`config.mk`:
```
export PLATFORM = sky130hd
export DESIGN_NAME = stk_alu4
export DESIGN_NICKNAME = d
export VERILOG_FILES = /design/src/rtl/stk_alu_pkg.sv /design/src/rtl/stk_alu_arith.sv /design/src/rtl/stk_alu_logic.sv /design/src/rtl/stk_alu_shift.sv /design/src/rtl/stk_alu4.sv
export SDC_FILE = /design/constraint.sdc
export NUM_CORES = 1
export LEC_CHECK = 0
export BUFFER_PORTS_ARGS = -buffer_cell sky130_fd_sc_hd__buf_4
export CELL_PAD_IN_SITES_DETAIL_PLACEMENT = 1
export CELL_PAD_IN_SITES_GLOBAL_PLACEMENT = 2
export CORE_MARGIN = 10
export CORE_UTILIZATION = 37
export DETAILED_ROUTE_END_ITERATION = 10
export PLACE_DENSITY = 0.83
export SYNTH_ARGS = -nofsm -noshare
export SYNTH_HDL_FRONTEND = slang
export SYNTH_SLANG_ARGS = --single-unit
```
`constraint.sdc`:
```
create_clock -name clk -period 6 [get_ports clk]
set_input_delay 1.2 -clock clk [delete_from_list [all_inputs] [get_ports clk]]
set_output_delay 1.2 -clock clk [all_outputs]
set_load 0.005 [all_outputs]
```
`src/rtl/stk_alu_pkg.sv`:
```
package stk_alu_pkg;
  typedef enum logic [3:0] {
    OP_ADD  = 4'd0,
    OP_ADDC = 4'd1,
    OP_SUB  = 4'd2,
    OP_SUBB = 4'd3,
    OP_AND  = 4'd4,
    OP_OR   = 4'd5,
    OP_XOR  = 4'd6,
    OP_NOT  = 4'd7,
    OP_INC  = 4'd8,
    OP_DEC  = 4'd9,
    OP_SHL  = 4'd10,
    OP_SHR  = 4'd11,
    OP_ROL  = 4'd12,
    OP_ROR  = 4'd13,
    OP_RSV0 = 4'd14,
    OP_RSV1 = 4'd15
  } alu_op_e;

  typedef enum logic [1:0] {
    CLS_ARITH = 2'd0,
    CLS_LOGIC = 2'd1,
    CLS_SHIFT = 2'd2,
    CLS_NONE  = 2'd3
  } alu_cls_e;
endpackage

```
`src/rtl/stk_alu_arith.sv`:
```
module stk_alu_arith
  import stk_alu_pkg::*;
#(
  parameter int DW = 4
) (
  input  alu_op_e          op,
  input  logic [DW-1:0]    tos,
  input  logic [DW-1:0]    nos,
  input  logic             cin,
  output logic [DW-1:0]    res,
  output logic             cout
);
  localparam logic [DW:0] ONE = {{DW{1'b0}}, 1'b1};
  logic [DW:0] ext_t, ext_n, ext_c, acc;

  always_comb begin
    ext_t = {1'b0, tos};
    ext_n = {1'b0, nos};
    ext_c = {{DW{1'b0}}, cin};
    case (op)
      OP_ADD:  acc = ext_n + ext_t;
      OP_ADDC: acc = ext_n + ext_t + ext_c;
      OP_SUB:  acc = ext_n - ext_t;
      OP_SUBB: acc = ext_n - ext_t - ext_c;
      OP_INC:  acc = ext_t + ONE;
      OP_DEC:  acc = ext_t - ONE;
      default: acc = ext_t;
    endcase
    res  = acc[DW-1:0];
    cout = acc[DW];
  end
endmodule

```
`src/rtl/stk_alu_logic.sv`:
```
module stk_alu_logic
  import stk_alu_pkg::*;
#(
  parameter int DW = 4
) (
  input  alu_op_e       op,
  input  logic [DW-1:0] tos,
  input  logic [DW-1:0] nos,
  output logic [DW-1:0] res
);
  always_comb begin
    case (op)
      OP_AND:  res = nos & tos;
      OP_OR:   res = nos | tos;
      OP_XOR:  res = nos ^ tos;
      OP_NOT:  res = ~tos;
      default: res = tos;
    endcase
  end
endmodule

```
`src/rtl/stk_alu_shift.sv`:
```
module stk_alu_shift
  import stk_alu_pkg::*;
#(
  parameter int DW = 4
) (
  input  alu_op_e       op,
  input  logic [DW-1:0] tos,
  input  logic          cin,
  output logic [DW-1:0] res,
  output logic          cout
);
  localparam int MSB = DW - 1;

  always_comb begin
    case (op)
      OP_SHL: begin res = {tos[MSB-1:0], 1'b0}; cout = tos[MSB]; end
      OP_SHR: begin res = {1'b0, tos[MSB:1]};   cout = tos[0];   end
      OP_ROL: begin res = {tos[MSB-1:0], cin};  cout = tos[MSB]; end
      OP_ROR: begin res = {cin, tos[MSB:1]};    cout = tos[0];   end
      default: begin res = tos; cout = cin; end
    endcase
  end
endmodule

```
`src/rtl/stk_alu4.sv`:
```
module stk_alu4
  import stk_alu_pkg::*;
#(
  parameter int DW  = 4,
  parameter int OPW = 4
) (
  input  logic           clk,
  input  logic           rst,
  input  logic           op_valid,
  input  logic [OPW-1:0] op_code,
  input  logic [DW-1:0]  tos_in,
  input  logic [DW-1:0]  nos_in,
  input  logic           carry_in,
  output logic [DW-1:0]  res_out,
  output logic           carry_out,
  output logic           branch_out,
  output logic           flag_wr,
  output logic           pop_req
);
  alu_op_e       op_e;
  alu_cls_e      cls;
  logic [DW-1:0] ar_res, lg_res, sh_res, nxt_res;
  logic          ar_c, sh_c, nxt_c, nxt_b, is_pair;

  assign op_e = alu_op_e'(op_code[3:0]);

  always_comb begin
    case (op_e)
      OP_ADD, OP_ADDC, OP_SUB, OP_SUBB, OP_INC, OP_DEC: cls = CLS_ARITH;
      OP_AND, OP_OR, OP_XOR, OP_NOT:                    cls = CLS_LOGIC;
      OP_SHL, OP_SHR, OP_ROL, OP_ROR:                   cls = CLS_SHIFT;
      default:                                          cls = CLS_NONE;
    endcase
    is_pair = (op_e <= OP_XOR);
  end

  stk_alu_arith #(.DW(DW)) u_arith (
    .op(op_e), .tos(tos_in), .nos(nos_in), .cin(carry_in),
    .res(ar_res), .cout(ar_c)
  );

  stk_alu_logic #(.DW(DW)) u_logic (
    .op(op_e), .tos(tos_in), .nos(nos_in), .res(lg_res)
  );

  stk_alu_shift #(.DW(DW)) u_shift (
    .op(op_e), .tos(tos_in), .cin(carry_in),
    .res(sh_res), .cout(sh_c)
  );

  always_comb begin
    case (cls)
      CLS_ARITH: begin nxt_res = ar_res; nxt_c = ar_c;     end
      CLS_LOGIC: begin nxt_res = lg_res; nxt_c = carry_in; end
      CLS_SHIFT: begin nxt_res = sh_res; nxt_c = sh_c;     end
      default:   begin nxt_res = res_out; nxt_c = carry_out; end
    endcase
    if (cls == CLS_SHIFT)
      nxt_b = sh_c;
    else
      nxt_b = (nxt_res == '0);
  end

  always_ff @(posedge clk) begin
    if (rst) begin
      res_out    <= '0;
      carry_out  <= 1'b0;
      branch_out <= 1'b0;
      flag_wr    <= 1'b0;
      pop_req    <= 1'b0;
    end else begin
      flag_wr <= 1'b0;
      pop_req <= 1'b0;
      if (op_valid && cls != CLS_NONE) begin
        res_out    <= nxt_res;
        carry_out  <= nxt_c;
        branch_out <= nxt_b;
        flag_wr    <= 1'b1;
        pop_req    <= is_pair;
      end
    end
  end
endmodule

```
-- Word level (Yosys, flattened, before mapping)
Memory sizes are Yosys's and may differ from the RTL's.
Cells that the tools add are included.
- equal/unequal tests: 16
- multiply operators: 0
- add/sub/neg operators: 6
- shift-type cells: 0
- magnitude comparators: 1
- reductions and logical operators: 9
- multiplexer cells: 8
- bitwise operators: 5
- divide/modulo/power cells: 0
- operators with widths (cell ; count):
    4-bit case mux with 4 select lines ; 2
    5-bit case mux with 6 select lines ; 1
    4-bit equality test (second input constant) ; 6
    4-bit by 3-bit equality test with 1-bit output (second input constant) ; 4
    4-bit case mux with 3 select lines ; 1
    4-bit by 2-bit equality test with 1-bit output (second input constant) ; 2
    4-bit logical NOT ; 2
    2-bit OR reduction ; 3
    4-bit by 1-bit adder with 5-bit output (second input constant) ; 1
    4-bit by 4-bit adder with 5-bit output ; 1
    5-bit by 1-bit adder with 5-bit output ; 1
    4-bit by 1-bit subtractor with 5-bit output (second input constant) ; 1
    4-bit by 4-bit subtractor with 5-bit output ; 1
    5-bit by 1-bit subtractor with 5-bit output ; 1
    4-bit bitwise AND ; 1
    4-bit by 1-bit equality test with 1-bit output (second input constant) ; 1
    4-bit by 3-bit less-or-equal comparator with 1-bit output (second input constant) ; 1
    4-bit inverter ; 1
    4-bit OR ; 1
    4-bit bitwise XOR ; 1
    1-bit case mux with 3 select lines ; 1
    3-bit nonzero test ; 1
    2-bit by 1-bit equality test with 1-bit output (second input constant) ; 1
    2-bit equality test (second input constant) ; 1
    other kinds (7) ; 8
- output and inout port bits: 8
- memory bits (read-only): 32
- register bits: 8
- memories: 1
- memory bits (writable): 0
- bits in latches: 0
- memories (name ; words ; width ; read ports ; clocked after memory_dff ; wr ports ; RTL line ; RTL):
    (no name shown) ; 16 ; 2 ; 1 ; 0 ; 0 ; stk_alu4.sv:28 ; case (op_e)

-- Longest topological paths before layout
Gate-level depths: netlist of run 1.
- word-level depth: 6
- depth in mapped cells: 12
- gate-level depth less buffers: 12

-- By module
A second synthesis of run 1 with hierarchy kept.
- cell total of the unflattened synthesis: 213
- area total of the unflattened synthesis: 1770.4 sq um
- modules (own cells, without submodules) (module ; times used ; sequential area each (sq um) ; area each (sq um) ; cells an instance):
    stk_alu_arith ; 1 ; 0.0 ; 889.6 ; 111
    stk_alu4 ; 1 ; 160.2 ; 409.1 ; 46
    stk_alu_logic ; 1 ; 0.0 ; 324.1 ; 39
    stk_alu_shift ; 1 ; 0.0 ; 147.6 ; 17

-- Worst setup path before layout of run 1
No wires, ideal clock.
- kind: input to register
- start: input port nos_in[0]
- end: register branch_out
- stages on the path: 12
- arrival time: 3.298 ns
- setup slack: 2.615 ns
- data required time: 5.913 ns
- path through: inv_1 > ha_1 > inv_1 > fa_1 > inv_1 > ha_1 > xnor3_1 > nand3_1 > o2111ai_1 > o31ai_2 > o2111ai_1 > o31ai_1
- word-level cells in the longest chain between the ends: 6
- elaborated cells on any way between the ends: 12
- ends and longest elaborated chain (what ; RTL line ; RTL):
    start, declared ; stk_alu4.sv:12 ; input logic [DW-1:0] nos_in,
    4-bit by 4-bit subtractor with 5-bit output / 4-bit by 4-bit adder with 5-bit output (equally long branches) ; -- ;
    5-bit by 1-bit subtractor with 5-bit output / 5-bit by 1-bit adder with 5-bit output (equally long branches) ; stk_alu_arith.sv:24, stk_alu_arith.sv:22 ;
    5-bit case mux with 6 select lines ; stk_alu_arith.sv:20 ; case (op)
    4-bit case mux with 3 select lines (*) ; stk_alu4.sv:52 ; case (cls)
    4-bit logical NOT (*) ; stk_alu4.sv:61 ; nxt_b = (nxt_res == '0);
    1-bit two-way mux (*) ; stk_alu4.sv:58 ; if (cls == CLS_SHIFT)
    end signal, assigned ; stk_alu4.sv:77 ; branch_out <= nxt_b;
    end, declared ; stk_alu4.sv:16 ; output logic branch_out,
Every way passes the cells marked *; elsewhere a longest branch is shown, timed or not.
A chain may end at the register's enable or synchronous reset.

-- Final worst setup path of run 1
Same ends and word-level chain as after synthesis.

==> flow_summary.toml, run 1 <==
[logic_synthesis]
synth-seq-area-share = 0.09892
postSynthAreaPerCell_um2 = 8.136
syn-cell-area_um2 = 1619
ys_async_sr_fraction = 0
yosys_warnings = 0
syn_inst = 199
synth_edf_count = 0
ys_ff_latch = 8
synthesis.nets = 234
ys_types = 66
ys.flop_type = "dfxtp_1"

[timing]
slew_headroom = 0.5344
rsz0062_at_grt = "no"
slew_violations = 0
worst_slew_pin_slew_ns = 0.6970
setup_tns_ns = 0
hold_ws_ns = 0.5146
fin_crit_sh = 0.5745
fmax_ghz = 0.2901
finClkSkew_ns = 0.004253
period_minus_slack_ns = 3.447
setup_viol = 0
hold_viol = 0

[setup_path]
cp_slowest_stage_delay_ns = 0.53
crit_top_cell = "inv_1"
endpoint_kind = "flop"
critical_path_class = "in -> reg"
reg2reg_depth = 4
crit_path_start_kind = "input port"
rrSetupSlack_ns = 5.01
worstPathMaxFanout = 3
slowest_stage = "fa_1"
required_ns = 6.14
cp.buffers_inverters = 4
r2r-end = "branch_out"
r2r-start = "res_out[2]"
cp.arrival_ns = 3.59
cp_num_cells = 13
path_delay_family = "adder cells"
path_cells = "buf_4 -> inv_1 -> ha_1 -> inv_1 -> fa_1 -> inv_1 -> ha_1 -> xnor3_1 -> nand3_1 -> o2111ai_1 -> o31ai_2 -> o2111ai_1 -> o31ai_1"

[job]
cap_violations = 0

[drt]
vias = 1510
drc = 0
drt_first_pass_iters = 4
drt_iter0_markers = 73
wl_per_cell_um = 19.20
vias_per_cell = 5.763
routed_wl_um = 5030
antenna_left = 0

[place]
dp_hpwl_um = 4032
place.gp.congestion = 0.8511
portBuffers = 23

[cts]
cts_buffer_depth = 2
cts_tree = "built"
ctsResizeCount = 0
cts.clk_slew.worst_paths_ns = 0.04
clk_root_buffer_cell = "clkbuf_8"
cts_hold_buf = 0
cts_htree_levels = 1
clk_latency_ns = 0.23
cts_sinks = 8
cts_setup_buffers = 0
cts-buffers-inserted = 3

[global_route]
grt_pass1_vias = 1599
grt.overflow.total = 0
grt_max_degree = 32
antenna_found_initial = 0
grt_first_pass_wirelength_um = 8362
grtUsageTotal = 0.1362

[final_layout]
multiInputGateArea_um2 = 1300
n_antenna_cell = 0
area_delta_synth_final_pct = 11.90
fillCellCount = 505
drive_gt1_frac = 0.1698
final-seq-area_um2 = 160.2
fin_nets = 249

[run_status]
outcome = "finished clean"

[hold_path]
hold_depth = 2
hold_path_end = "carry_out"
worstHoldStart = "carry_out"
min_path_type = "reg -> reg"

[die]
fp.dieW_um = 86.15
dieArea_um2 = 7422
die_h_um = 86.15
coreArea_um2 = 4115
ios = 24
start_util = 0.3934
rows = 23

[pwr]
power_leakage_nw = 0.8042
ir_worst_vdd_uv = 43.72
powerDensity_nw_per_um2 = 150.0
kinds of logic after synthesis:
logic type	after synthesis	synth area share
simple gates	67	0.2419
compound gates	51	0.2272
buf+inv	33	0.09814
fa+ha+maj	20	0.1631
xor+xnor	12	0.09969
mux	8	0.07110
flops	8	0.09892
cells in the final DEF (no fill, tap or decap), types with 3 or more instances in the layout:
cell and count:
and2_1 3, buf_4 23, a21oi_1 11, o21ai_0 8
a211oi_1 5, and3_1 3, inv_1 20, nand3_1 4
nand2_1 11, clkbuf_8 3, nor3b_1 5, ha_1 17
nor2b_1 6, nor2_1 12, nand2b_1 3, nor3_1 4
xnor3_1 3, dfxtp_1 8, o211ai_1 3, xnor2_1 6
mux2i_1 4
area by class of cell:
cell class              instances  share of cell area
well taps                      50             0.03453
repair buffers                 23             0.09530
flip-flops and latches          8             0.08840
inverters                      20             0.04144
clock buffers                   3             0.02279
multi-input cells             158              0.7175
worst register-to-register path, cell delays in order (launching register included):
cell       delay [ns]
dfxtp_1          0.32
nand3b_1         0.17
o31ai_2          0.08
o2111ai_1        0.13
o31ai_1          0.21
power by group:
group / switching (mW) / internal (mW) / total, mW
clock: 0.0215 / 0.0435 / 0.0650
combinational: 0.0778 / 0.0685 / 0.146
sequential: 0.00251 / 0.0578 / 0.0603
total: 0.102 / 0.170 / 0.272
routing by layer:
layer	wire length, um	track usage	vias to the layer above
li1	-	-	754
met1	2354	0.1700	716
met2	2407	0.2339	31
met3	196	0.02176	9
met4	72	0.03593	0
met5	0	0	-
cell usage after synthesis (all sizes together), types with 3 or more instances:
| cell | number | share of area |
|---|---|---|
| a21oi | 12 | 0.039 |
| o21ai | 8 | 0.025 |
| inv | 20 | 0.046 |
| nand3 | 4 | 0.012 |
| a211oi | 5 | 0.023 |
| nor2 | 12 | 0.028 |
| o211ai | 3 | 0.014 |
| and3 | 3 | 0.012 |
| nand2b | 3 | 0.012 |
| xnor2 | 6 | 0.032 |
| nor3b | 5 | 0.023 |
| nor3 | 6 | 0.029 |
| buf | 9 | 0.043 |
| nand2 | 11 | 0.026 |
| and2 | 3 | 0.012 |
| clkbuf | 4 | 0.0093 |
| mux2i | 4 | 0.025 |
| dfxtp | 8 | 0.099 |
| ha | 17 | 0.13 |
| nor2b | 6 | 0.023 |
| o31ai | 3 | 0.017 |
| xnor3 | 3 | 0.042 |
sequential cells by signal, summed over array words and instances (netlist names):
| name | cells |
|---|---|
| branch_out | 1 |
| carry_out | 1 |
| flag_wr | 1 |
| pop_req | 1 |
| res_out | 4 |
how the worst max path moves through the flow:
stage,from,endpoint
after floorplan,nos_in[0],branch_out
after global placement,nos_in[0],branch_out
after detailed placement,nos_in[0],branch_out
after CTS,nos_in[0],branch_out
after global routing,nos_in[0],branch_out
final,nos_in[0],branch_out
stage by stage:
stage               area, um2  power (mW)    util  instances  worst slack, ns
finish                   1812      0.2717  0.4403        262            2.553
global route             1812      0.2910  0.4403        262            2.307
CTS                      1812      0.2727  0.4403        262            2.529
detailed placement       1770      0.2073  0.4302        259            2.296
global placement         1770      0.2037  0.4302        259            2.359
floorplan                1619      0.1658       -        199            2.615
No activity file was read; power rests on OpenSTA's default activity.
==> run 2, diff against run 1 <==
Settings changed: ABC_AREA set to 1, CORE_UTILIZATION 37 to 29, PLACE_DENSITY 0.83 to 0.78.
Clock period 6 ns to 3.3 ns, I/O delays scaled along.
==> run 2 against run 1 <==
Against the previous run:
- first-iteration DRC count is 29% lower
- synthesized cell count is 43% higher
- clock skew is 0.0015 ns lower
- non-clock buffer count stayed put
- sequential cell count stayed put
- routed wire length is 13% higher
- worst hold slack worse by 0.025 ns
- worst setup slack worse by 2.0 ns
- design area is 0.48% higher
- synthesized area is 4.6% lower
- power is 68% higher
- core utilization is 8.6 points lower
- critical path type unchanged
- largest power group unchanged
==> flow_summary.toml, run 2 <==
[run_status]
outcome = "finished clean"

[die]
die_h_um = 93.00
ios = 24
coreArea_um2 = 5140
fp.dieW_um = 93.00
rows = 26
dieArea_um2 = 8648
start_util = 0.3006

[global_route]
antenna_found_initial = 0
grt_first_pass_wirelength_um = 9308
grt_pass1_vias = 1850
grtUsageTotal = 0.1303
grt_max_degree = 10
grt.overflow.total = 0

[setup_path]
rrSetupSlack_ns = 2.16
r2r-end = "branch_out"
r2r-start = "res_out[1]"
required_ns = 3.47
worstPathMaxFanout = 6
critical_path_class = "in -> reg"
endpoint_kind = "flop"
crit_path_start_kind = "input port"
reg2reg_depth = 7
cp.arrival_ns = 2.93

[timing]
worst_slew_pin_slew_ns = 0.3980
finClkSkew_ns = 0.002786
slew_headroom = 0.7328
period_minus_slack_ns = 2.764
fin_crit_sh = 0.8375
fmax_ghz = 0.3618
setup_tns_ns = 0
setup_viol = 0
slew_violations = 0
hold_viol = 0
hold_ws_ns = 0.4897
rsz0062_at_grt = "no"

[cts]
cts_setup_buffers = 0
cts_hold_buf = 0
cts.clk_slew.worst_paths_ns = 0.04
clk_root_buffer_cell = "clkbuf_8"
cts_sinks = 8
cts_tree = "built"
cts-buffers-inserted = 3
cts_buffer_depth = 2
ctsResizeCount = 0
cts_htree_levels = 1
clk_latency_ns = 0.23

[final_layout]
final-seq-area_um2 = 160.2
top_register = "res_out"
fin_nets = 344
drive_gt1_frac = 0.1270
area_delta_synth_final_pct = 17.81
fillCellCount = 753
largest_reg_flops = 4
multiInputGateArea_um2 = 1186
n_antenna_cell = 0
mostFrequentLayoutCell = "nand2_1"
most-common-layout-cells = "nand2_1 (92), inv_1 (41), nor2_1 (41), nand3_1 (31), buf_4 (23)"
final_core_util = 0.3542

[drt]
antenna_left = 0
vias = 1800
drt_first_pass_iters = 4
wl_per_cell_um = 15.03
routed_wl_um = 5668
drt_iter0_markers = 52
drc = 0
vias_per_cell = 4.775

[logic_synthesis]
syn-cell-area_um2 = 1545
synthesis.nets = 319
synth-seq-area-share = 0.1036
synthTopCellsByCount = "nand2_1 (92), inv_1 (41), nor2_1 (41)"
ys.flop_type = "dfxtp_1"
synth_area_leaders = "nand2_1 (22%), ha_1 (14%), dfxtp_1 (10%)"
postSynthAreaPerCell_um2 = 5.441
syn_inst = 284
synth_most_common_cell = "nand2_1"
yosys_warnings = 0
ys_async_sr_fraction = 0
ys_types = 28
ys_ff_latch = 8
yosysTopAreaCell = "nand2_1"
synth_edf_count = 0
synth_top_area_share = 0.2235

[place]
place.gp.congestion = 0.8782
portBuffers = 23
dp_hpwl_um = 4926

[hold_path]
hold_path_end = "res_out[2]"
worstHoldStart = "res_out[2]"
min_path_type = "reg -> reg"
hold_depth = 2

[pwr]
powerDensity_nw_per_um2 = 250.7
power_leakage_nw = 1.019
ir_worst_vdd_uv = 96.15
power.total_mw = 0.4565

[job]
cap_violations = 0
==> run 2: cell types whose count changed after synthesis, moves of 4 or more <==
cell and change:
mux2i_1 -4, nand4_1 +6, nand3_1 +27, nor2b_1 -6, buf_2 -4, nor2_1 +29, nor3b_1 -5, a211oi_1 -5
o21ai_0 -5, xnor2_1 -4, nand2_1 +81, clkbuf_1 -4, inv_1 +21, inv_2 +5
==> run 2: how the worst max path moves through the flow <==
stage                          from    endpoint  cells after the start
after floorplan           nos_in[0]  branch_out                     15
after global placement    nos_in[0]  branch_out                     16
after detailed placement  nos_in[0]  branch_out                     16
after CTS                 nos_in[0]  branch_out                     16
after global routing      nos_in[0]  branch_out                     16
final                     tos_in[1]  branch_out                     14
==> run 2: logic make-up (layout without fill, tap and decap cells) <==
family / after synthesis / after routing / share of synthesized area
compound gates: 27 / 27 / 0.1061
simple gates: 179 / 179 / 0.4866
xor+xnor: 2 / 2 / 0.01134
buf+inv: 49 / 72 / 0.1287
fa+ha+maj: 19 / 19 / 0.1636
flops: 8 / 8 / 0.1036
==> run 2: critical path, cell delays in order <==
cell,delay (ns)
buf_4,0.14
inv_1,0.15
fa_1,0.62
inv_1,0.07
ha_1,0.30
nand3b_1,0.11
nand2_1,0.05
nor2_1,0.11
nand2_1,0.08
nor3_2,0.20
nand3_1,0.12
nor2_1,0.12
nand2_1,0.08
a21oi_2,0.10
==> run 2: routing by layer <==
metal	vias to the layer above	global-route usage	routed length (um)
met2	23	0.2208	2635
met5	-	0	0
met1	831	0.1732	2868
met3	5	0.007194	118
li1	941	-	-
met4	0	0.03728	45
==> run 2: final cells by class <==
cell class / count / share of cell area
Sequential cell: 8 / 0.08797
Clock buffer: 3 / 0.02268
Inverter: 46 / 0.09485
Tap cell: 70 / 0.04811
Multi-Input combinational cell: 227 / 0.6515
Timing Repair Buffer: 23 / 0.09485
==> run 2: through the flow <==
| step | setup slack, ns | cells | area (um2) |
|---|---|---|---|
| floorplan | 0.7896 | 284 | 1545 |
| global placement | 0.3584 | 374 | 1779 |
| detailed placement | 0.3455 | 374 | 1779 |
| CTS | 0.5367 | 377 | 1821 |
| global route | 0.4031 | 377 | 1821 |
| finish | 0.5364 | 377 | 1821 |
==> run 2: power breakdown <==
group / switching (mW) / internal [mW]
Combinational: 0.146 / 0.0836
Sequential: 0.00412 / 0.105
Clock: 0.0390 / 0.0791
==> run 3, diff against run 2 <==
Settings changed: ABC_AREA 1 to 0, CORE_UTILIZATION 29 to 31, PLACE_DENSITY 0.78 to 0.74.
Clock period 3.3 ns to 2.4 ns, I/O delays scaled along.
==> run 3 against run 2 <==
Against the previous run:
- the flow now finishes with violations (negative setup slack)
- die area decreased by 1.6%
- non-clock buffer count increased by 44
- worst setup slack lost 0.59 ns
- critical path depth shrank 4
- clock skew shrank 0.0021 ns
- via count decreased by 4.4%
- sequential power up 39%
- first-iteration DRC count up 120%
- routed wire length is 4.0% higher
- clock-buffer cell count did not move
- critical path type unchanged
- critical endpoint unchanged
==> flow_summary.toml, run 3 (same netlist as run 1, synthesis figures left out) <==
[cts]
clk_latency_ns = 0.22
cts_buffer_depth = 2
cts_tree = "built"
cts.clk_slew.worst_paths_ns = 0.04
cts_hold_buf = 0
cts_htree_levels = 1
cts-buffers-inserted = 3
clk_root_buffer_cell = "clkbuf_8"
cts_sinks = 8

[setup_path]
cp.arrival_ns = 2.59
required_ns = 2.54
cp_slowest_stage_delay_ns = 0.52
r2r-end = "branch_out"
critical_path_class = "in -> reg"
reg2reg_depth = 4
endpoint_kind = "flop"
crit_top_cell = "ha_2"
startpoint = "tos_in[0]"
r2r-start = "res_out[2]"
crit_path_start_kind = "input port"
path_cells = "buf_4 -> ha_2 -> fa_1 -> ha_2 -> xor3_1 -> nand2_1 -> o2111ai_4 -> o31ai_2 -> o2111ai_1 -> o31ai_1"
rrSetupSlack_ns = 1.42
slowest_stage = "fa_1"
worstPathMaxFanout = 3

[die]
die_h_um = 92.27
ios = 24
fp.dieW_um = 92.27
rows = 26
dieArea_um2 = 8514
start_util = 0.3190
coreArea_um2 = 5075

[timing]
hold_viol = 0
slew_violations = 0
finClkSkew_ns = 0.0006895
worst_slew_pin_slew_ns = 0.4068
rsz0062_at_grt = "yes"
slew_headroom = 0.7254
setup_viol = 1
period_minus_slack_ns = 2.452
worst_slack_ns = -0.05225
fmax_ghz = 0.4078
fin_crit_sh = 1.022

[pwr]
ir_worst_vdd_uv = 183.0
power_leakage_nw = 1.023
powerDensity_nw_per_um2 = 349.9

[drt]
drt_first_pass_iters = 4
wl_per_cell_um = 18.08
antenna_left = 0
drt_iter0_markers = 113
vias_per_cell = 5.276
drc = 0
routed_wl_um = 5893
vias = 1720

[final_layout]
fin_area_um2 = 2306
mostFrequentLayoutCell = "buf_4"
n_antenna_cell = 0
most-common-layout-cells = "buf_4 (66), inv_1 (16), a21oi_1 (11), nand2_1 (11), nor2_1 (11)"
fin_nets = 293
largest_reg_flops = 4
multiInputGateArea_um2 = 1429
fillCellCount = 644
drive_gt1_frac = 0.3984
area_delta_synth_final_pct = 42.43
top_register = "res_out"
final-seq-area_um2 = 160.2

[hold_path]
worstHoldStart = "rst"
hold_path_end = "res_out[1]"
hold_depth = 2
min_path_type = "in -> reg"

[global_route]
antenna_found_initial = 0
grt_first_pass_wirelength_um = 9666
grt.overflow.total = 0
grt_pass1_vias = 1920
grt_max_degree = 28
grtUsageTotal = 0.1372

[run_status]
violations = "negative setup slack"
outcome = "finished with violations"

[place]
pre_cts_slack_ns = -0.3980
placed_area_um2 = 2165
place.gp.congestion = 0.9132
portBuffers = 23
dp_hpwl_um = 4728

[job]
cap_violations = 0
==> run 3: how the worst max path moves through the flow <==
| stage | end | slack, ns |
|---|---|---|
| 6_report | branch_out | -0.05 |
| 3_5_place_dp | branch_out | -0.40 |
| 4_1_cts | branch_out | -0.03 |
| 3_3_place_gp | branch_out | -0.39 |
| 5_1_grt | branch_out | -0.16 |
| 2_1_floorplan | branch_out | -0.03 |
==> run 3: worst max-delay path, delay by kind of cell <==
kind                     cells  cell delay (ns)
AO/OA/AOI/OAI                4             0.72
adder cells (fa/ha/maj)      3             0.91
AND/OR/NAND/NOR              1             0.13
buffers and inverters        1             0.13
XOR/XNOR                     1             0.22
==> run 3: timing repair <==
action | 4_1_cts | 5_1_grt
pin swaps | 6 | 5
hold endpoints to repair | 0 | 0
setup buffers | 1 | 1
gates resized for setup | 6 | 11
setup endpoints to repair | 3 | 4
gates cloned | 0 | 0
==> run 3: per-stage QoR <==
stage / hold slack [ns] / power [mW] / cells / setup TNS, ns / util
after detailed placement: 0.5045 / 0.6124 / 321 / -1.264 / 0.4265
after CTS: 0.4828 / 0.7859 / 325 / -0.05646 / 0.4423
after global placement: 0.4965 / 0.5985 / 321 / -1.109 / 0.4265
after global routing: 0.4928 / 0.8723 / 326 / -0.3232 / 0.4544
after floorplan: 0.4934 / 0.4304 / 199 / -0.03200 / -
final: 0.4779 / 0.8069 / 326 / -0.05225 / 0.4544
==> run 3: power by group <==
part           total, mW  switching (mW)  internal [mW]
Clock              0.157          0.0487          0.108
Sequential         0.151         0.00612          0.145
Combinational      0.499           0.239          0.260
==> run 3: per-layer routing <==
metal / vias to the layer above / GRT usage / share of wire
li1: 839 / - / -
met2: 32 / 0.2535 / 0.52
met3: 4 / 0.02037 / 0.036
met4: 0 / 0.01671 / 0.010
met5: - / 0 / 0
met1: 845 / 0.1664 / 0.43
==> run 3: layout make-up <==
cell class	count	area share
flip-flops and latches	8	0.06945
clock buffers	3	0.01791
repair buffers	67	0.2214
well taps	70	0.03798
inverters	20	0.03364
multi-input cells	158	0.6196
